File: src/rtl/hti_pkg.sv
package hti_pkg;
  localparam int THR_W = 8;

  // Map a raw threshold into 1..cap.
  function automatic logic [THR_W-1:0] clamp_thr(input logic [THR_W-1:0] raw,
                                                 input logic [THR_W-1:0] cap);
    if (raw == '0)      return THR_W'(1);
    else if (raw > cap) return cap;
    else                return raw;
  endfunction
endpackage

File: src/rtl/hti_fifo.sv
module hti_fifo #(
  parameter int DEPTH = 256,
  parameter int DW    = 8,
  localparam int AW    = $clog2(DEPTH),
  localparam int CNT_W = $clog2(DEPTH + 1)
) (
  input  logic             clk,
  input  logic             rst,
  input  logic             push_en,
  input  logic [DW-1:0]    push_data,
  input  logic             pop_en,
  output logic [DW-1:0]    pop_data,
  output logic             pop_valid,
  output logic [CNT_W-1:0] count,
  output logic             ovf,
  output logic             unf
);
  logic [DW-1:0] mem [DEPTH];
  logic [AW-1:0] wr_ptr, rd_ptr;
  logic full, empty, push_ok, pop_ok;

  assign full    = (count == CNT_W'(DEPTH));
  assign empty   = (count == '0);
  assign push_ok = push_en && !full;
  assign pop_ok  = pop_en && !empty;

  // Storage and registered read kept free of reset for RAM inference.
  always_ff @(posedge clk) begin
    if (push_ok) mem[wr_ptr] <= push_data;
    if (pop_ok)  pop_data    <= mem[rd_ptr];
  end

  always_ff @(posedge clk) begin
    if (rst) begin
      wr_ptr    <= '0;
      rd_ptr    <= '0;
      count     <= '0;
      pop_valid <= 1'b0;
      ovf       <= 1'b0;
      unf       <= 1'b0;
    end else begin
      pop_valid <= pop_ok;
      if (push_ok) wr_ptr <= (wr_ptr == AW'(DEPTH-1)) ? '0 : wr_ptr + 1'b1;
      if (pop_ok)  rd_ptr <= (rd_ptr == AW'(DEPTH-1)) ? '0 : rd_ptr + 1'b1;
      case ({push_ok, pop_ok})
        2'b10:   count <= count + 1'b1;
        2'b01:   count <= count - 1'b1;
        default: count <= count;
      endcase
      if (push_en && full) ovf <= 1'b1;
      if (pop_en && empty) unf <= 1'b1;
    end
  end

  assert_no_overflow_R10: assert property (@(posedge clk) disable iff (rst)
    count <= CNT_W'(DEPTH));
  assert_full_drop_R10: assert property (@(posedge clk) disable iff (rst)
    (push_en && full && !pop_en) |=> (count == $past(count)) && ovf);
  assert_empty_drop_R10: assert property (@(posedge clk) disable iff (rst)
    (pop_en && empty && !push_en) |=> !pop_valid && unf && (count == '0));
endmodule

File: src/rtl/hti_trigger.sv
module hti_trigger
  import hti_pkg::*;
#(
  parameter int CNT_W     = 9,
  parameter int BLOCK_MAX = 128
) (
  input  logic             clk,
  input  logic             rst,
  input  logic             sw_thr_we,
  input  logic [THR_W-1:0] sw_thr_val,
  input  logic             host_clr,
  input  logic [CNT_W-1:0] occ,
  output logic             host_irq,
  output logic             armed,
  output logic [THR_W-1:0] thr
);
  localparam logic [THR_W-1:0] CAP = THR_W'(BLOCK_MAX);

  logic [THR_W-1:0] new_thr;
  logic fire_armed, fire_write, fire;

  assign new_thr    = clamp_thr(sw_thr_val, CAP);
  assign fire_armed = armed && (occ >= CNT_W'(thr));
  assign fire_write = sw_thr_we && (occ >= CNT_W'(new_thr));
  assign fire       = fire_armed || fire_write;

  always_ff @(posedge clk) begin
    if (rst) begin
      thr      <= THR_W'(1);
      armed    <= 1'b0;
      host_irq <= 1'b0;
    end else begin
      if (sw_thr_we) thr <= new_thr;
      if (fire)           armed <= 1'b0;
      else if (sw_thr_we) armed <= 1'b1;
      // A fire in the same cycle as a clear keeps the line high.
      if (fire)          host_irq <= 1'b1;
      else if (host_clr) host_irq <= 1'b0;
    end
  end

  assert_fire_disarms_R2: assert property (@(posedge clk) disable iff (rst)
    (armed && occ >= CNT_W'(thr)) |=> host_irq && !armed);
  assert_rise_needs_arm_R3: assert property (@(posedge clk) disable iff (rst)
    $rose(host_irq) |-> ($past(armed) || $past(sw_thr_we)));
  assert_clear_lowers_R4: assert property (@(posedge clk) disable iff (rst)
    (host_clr && !armed && !sw_thr_we) |=> !host_irq);
  assert_arm_sticky_R4: assert property (@(posedge clk) disable iff (rst)
    (!sw_thr_we && !armed) |=> !armed);
  assert_clear_race_R6: assert property (@(posedge clk) disable iff (rst)
    (host_clr && armed && occ >= CNT_W'(thr)) |=> host_irq);
  assert_thr_range_R1: assert property (@(posedge clk) disable iff (rst)
    (thr != '0) && (thr <= CAP));
endmodule

File: src/rtl/hti_ack.sv
module hti_ack (
  input  logic clk,
  input  logic rst,
  input  logic ack_we,
  input  logic ack_bit,
  input  logic sw_clr,
  output logic sw_irq,
  output logic ack_st
);
  always_ff @(posedge clk) begin
    if (rst) begin
      sw_irq <= 1'b0;
      ack_st <= 1'b0;
    end else begin
      if (ack_we) begin
        sw_irq <= 1'b1;
        ack_st <= ack_bit;
      end else if (sw_clr) begin
        sw_irq <= 1'b0;
      end
    end
  end

  assert_ack_raises_R7: assert property (@(posedge clk) disable iff (rst)
    ack_we |=> sw_irq && (ack_st == $past(ack_bit)));
  assert_sw_clear_R8: assert property (@(posedge clk) disable iff (rst)
    (sw_clr && !ack_we) |=> !sw_irq);
endmodule

File: src/rtl/host_thresh_irq.sv
module host_thresh_irq
  import hti_pkg::*;
#(
  parameter int DEPTH     = 256,
  parameter int BLOCK_MAX = 128,
  localparam int CNT_W    = $clog2(DEPTH + 1)
) (
  input  logic             clk,
  input  logic             rst,
  input  logic             sw_thr_we,
  input  logic [THR_W-1:0] sw_thr_val,
  input  logic             sw_irq_clr,
  input  logic             push_en,
  input  logic [7:0]       push_data,
  input  logic             pop_en,
  output logic [7:0]       pop_data,
  output logic             pop_valid,
  input  logic             host_irq_clr,
  input  logic             host_ack_we,
  input  logic             host_ack_bit,
  output logic             host_irq,
  output logic             sw_irq,
  output logic             ack_status,
  output logic             trig_armed,
  output logic [THR_W-1:0] thr_value,
  output logic [CNT_W-1:0] occupancy,
  output logic             overflow_flag,
  output logic             underflow_flag
);
  hti_fifo #(.DEPTH(DEPTH), .DW(8)) u_fifo (
    .clk(clk), .rst(rst),
    .push_en(push_en), .push_data(push_data),
    .pop_en(pop_en), .pop_data(pop_data), .pop_valid(pop_valid),
    .count(occupancy), .ovf(overflow_flag), .unf(underflow_flag)
  );

  hti_trigger #(.CNT_W(CNT_W), .BLOCK_MAX(BLOCK_MAX)) u_trig (
    .clk(clk), .rst(rst),
    .sw_thr_we(sw_thr_we), .sw_thr_val(sw_thr_val),
    .host_clr(host_irq_clr), .occ(occupancy),
    .host_irq(host_irq), .armed(trig_armed), .thr(thr_value)
  );

  hti_ack u_ack (
    .clk(clk), .rst(rst),
    .ack_we(host_ack_we), .ack_bit(host_ack_bit), .sw_clr(sw_irq_clr),
    .sw_irq(sw_irq), .ack_st(ack_status)
  );
endmodule

File: config.mk
export PLATFORM = sky130hd
export DESIGN_NAME = host_thresh_irq
export DESIGN_NICKNAME = d
export VERILOG_FILES = /design/src/rtl/hti_pkg.sv /design/src/rtl/hti_fifo.sv /design/src/rtl/hti_trigger.sv /design/src/rtl/hti_ack.sv /design/src/rtl/host_thresh_irq.sv
export SDC_FILE = /design/constraint.sdc
export NUM_CORES = 2
export LEC_CHECK = 0
export BUFFER_PORTS_ARGS = -buffer_cell sky130_fd_sc_hd__buf_2
export CAP_MARGIN = 0
export CORE_MARGIN = 1
export CORE_UTILIZATION = 50
export CTS_BUF_LIST = sky130_fd_sc_hd__clkbuf_2 sky130_fd_sc_hd__clkbuf_4 sky130_fd_sc_hd__clkbuf_8
export CTS_CLUSTER_DIAMETER = 80
export DETAILED_ROUTE_END_ITERATION = 10
export PLACE_DENSITY = 0.78
export SYNTH_ARGS = -nofsm -noshare
export SYNTH_HDL_FRONTEND = slang
export SYNTH_HIERARCHICAL = 1
export SYNTH_SLANG_ARGS = --single-unit
File: constraint.sdc
create_clock -name clk -period 3.65 [get_ports clk]
set_input_delay 0.365 -clock clk [delete_from_list [all_inputs] [get_ports clk]]
set_output_delay 0.365 -clock clk [all_outputs]
set_load 0.02 [all_outputs]
==> results by group <==
Run status
  • Status: finished clean

Yosys
  • Post-synth top cells: edfxtp_1, mux4_2, nor2_1
  • Netlist cell types: 83
  • Dominant synthesized flop cell: edfxtp_1
  • Synth Warn #: 6
  • Synth Instances: 4,145
  • Post-synthesis average cell area: 20.0 µm²
  • Yosys reg bits: 2,096
  • Seq/Total Area, Yosys: 75.5%
  • Async SR Flop Fraction: 0%
  • Top cells by area, synth: edfxtp_1, mux4_2, mux2i_1, nor2_1, mux4_1
  • Most frequent cell after synthesis: edfxtp_1
  • Synth Net Count: 4,200
  • Share of the synthesized area in the top cell type: 74.6%
  • Area leader, netlist: edfxtp_1
  • Post-synth EDFFs: 2,056
  • Synth Cell Area: 82,800 µm²

Worst setup path
  • Worst path cell trace: nor2_4 > a221oi_1 > a22oi_1 > o21ai_1 > a211o_1 > a31oi_1 > o311ai_1
  • RR Endpoint: u_fifo/pop_data[3]
  • Crit path launch type: flop
  • Crit Path Category: reg2reg
  • CP peak stage delay: 930 ps
  • Reg-to-reg critical path startpoint: u_fifo/rd_ptr[1]
  • WP data arrival: 4380 ps
  • R2R depth: 7
  • FF-to-FF setup slack: 1 ps
  • Crit path from: u_fifo/rd_ptr[1]
  • Crit. End Element: flop
  • Crit-path slowest cell: nor2_4
  • CP required: 4380 ps
  • Crit path max fanout: 20
  • Crit path capture: u_fifo/pop_data[3]

Clocking
  • TritonCTS Sinks: 2,096
  • CTS tree: yes
  • Clk pin slew, worst setup/hold paths: 60 ps
  • Num CTS Buffers: 337
  • # H-tree levels: 5
  • Worst skew pair latency: 1030 ps
  • Clk buf depth: 4
  • Root Buffer Master: clkbuf_8

Final layout
  • Area Growth Syn to Fin: 13.1%
  • Post-route cell area: 93,600 µm²
  • Final core utilization: 57.3%
  • Final-layout fill cell count: 11,351
  • Final net count: 4,698
  • Final std cells w/o fill: 7,036
  • Proportion of layout cells with a drive suffix above 1: 26.4%

Flow run
  • Max capacitance violation total: 0

Route
  • Post-DRT Antenna Nets: 0
  • DR WL/cell: 30.4 µm
  • Final wirelength: 214 mm
  • Via-per-instance ratio: 6.43
  • DRC viols: 0
  • Starting DRT DRC Count: 7,089
  • Total number of vias: 45,248
  • Detailed Routing Iterations Pass 1: 6

Place
  • IO buf count: 56
  • # placed instances: 6,440
  • HPWL after DPL: 132 mm
  • Placed Area: 87,100 µm²
  • Pre-CTS WS: -13.5 ps
  • GP Congestion: 0.932

STA
  • Fin crit share: 100%
  • Worst clock skew: 85.3 ps
  • Final Worst Setup Slack: 0.985 ps
  • Final setup viols: 0
  • Final setup TNS: 0 ps
  • Final Max Tran Viols: 0
  • Hold slack: 56.4 ps
  • Final Critical Period: 3650 ps
  • Worst-Margin Slew: 1230 ps
  • Relative slew margins: 18.2%
  • RSZ-0062 raised after global routing: false
  • Final hold vios: 0
  • Achievable clock frequency: 0.274 GHz

Die
  • IO Count: 57
  • Die Y: 409 µm
  • Die Area: 167,000 µm²
  • Row count: 148
  • Die width: 409 µm
  • Starting Density: 50.6%
  • Core Region: 164,000 µm²

Worst hold path
  • Hold Path Class: in2reg

Global route
  • Grt total ovfl: 0
  • Largest net degree at the start of global routing: 140
  • GRT Overall Usage: 25.4%
  • Initial antenna violation count: 4
  • Number of global-route vias before repair: 44,582
  • First-pass GRT wire length: 307 mm

Power
  • Peak VDD IR: 487 µV
  • P per Cell Area: 605 nW/µm²
  • Leak pwr: 29.3 nW
  • Power Total: 56.6 mW
==> flip-flops by register name, summed over array words and instances, names as in the netlist <==
register	count
u_ack/ack_st	1
u_ack/sw_irq	1
u_fifo/count	9
u_fifo/mem	2048
u_fifo/ovf	1
u_fifo/pop_data	8
u_fifo/pop_valid	1
u_fifo/rd_ptr	8
u_fifo/unf	1
u_fifo/wr_ptr	8
u_trig/armed	1
u_trig/host_irq	1
u_trig/thr	8
==> critical path: cells and delay by family, from the launching register on <==
family | cells | cell delay, ps
compound gates | 6 | 1860
flops | 1 | 510
simple gates | 1 | 930
==> what timing repair did <==
item	4_1_cts	5_1_grt
setup buffers	1	4
hold buffers	34	0
pin swaps	0	0
endpoints found under the hold margin	64	0
setup endpoints to repair	1	3
gates resized for setup	0	2
==> power by group <==
group / total (mW) / internal [mW] / switching [mW]
Combinational: 10.9 / 5.03 / 5.92
Clock: 18.8 / 10.1 / 8.70
Sequential: 26.9 / 26.6 / 0.245
Total: 56.6 / 41.8 / 14.9
==> how the worst min path moves through the flow <==
stage,startpoint,endpoint,slack [ps],depth (start not counted)
floorplan,rst,u_ack/sw_irq,430,1
global placement,u_ack/sw_irq,u_ack/sw_irq,450,2
global route,push_data[5],u_fifo/mem[22][5],50,1
finish,push_data[5],u_fifo/mem[22][5],60,1
detailed placement,u_ack/sw_irq,u_ack/sw_irq,480,2
CTS,push_data[5],u_fifo/mem[22][5],7,1
==> cell usage in the layout, fill, tap and decap left out, drive strengths merged, types with 18 or more instances in the layout <==
master       instances
clkbuf             461
a221oi              42
nand3               42
o221ai              19
a211oi              35
nand2              102
o21ai               47
dfxtp               40
buf                368
ha                  29
a21oi              101
inv                 24
dlygate4sd3         34
a22oi               75
o22ai               32
mux2i              243
clkinv              84
mux2                18
edfxtp            2056
a31oi               18
nor2b               27
nor2               336
mux4               409
==> final cells by class <==
cell class / instances / area, µm² / share of cell area, %
Inverter: 22 / 82.6 / 0.0882
Timing Repair Buffer: 410 / 3670 / 3.92
Clock buffer: 453 / 5560 / 5.94
Tap cell: 2175 / 2720 / 2.91
Multi-Input combinational cell: 1776 / 18500 / 19.7
Antenna cell: 8 / 20.0 / 0.0214
Sequential cell: 2096 / 62600 / 66.8
Clock inverter: 96 / 553 / 0.591
==> layer usage <==
metal  share of wire (%)  track usage, %  vias up  wire [µm]
met3                  14            7.66      606      29200
met5              0.0098               0        -         21
met2                  46            38.4     3382      98200
li1                    -               -    18125          -
met1                  35            33.8    23131      75900
met4                 5.1            12.4        4      10800
==> cell families after synthesis <==
family | share of synthesized area (%)
adder cells (fa/ha/maj) | 0.462
AO/OA/AOI/OAI | 3.93
AND/OR/NAND/NOR | 3.14
flip-flops | 75.5
buffers and inverters | 2.26
multiplexers | 14.5
XOR/XNOR | 0.159
(Power assumes the default switching activity.)
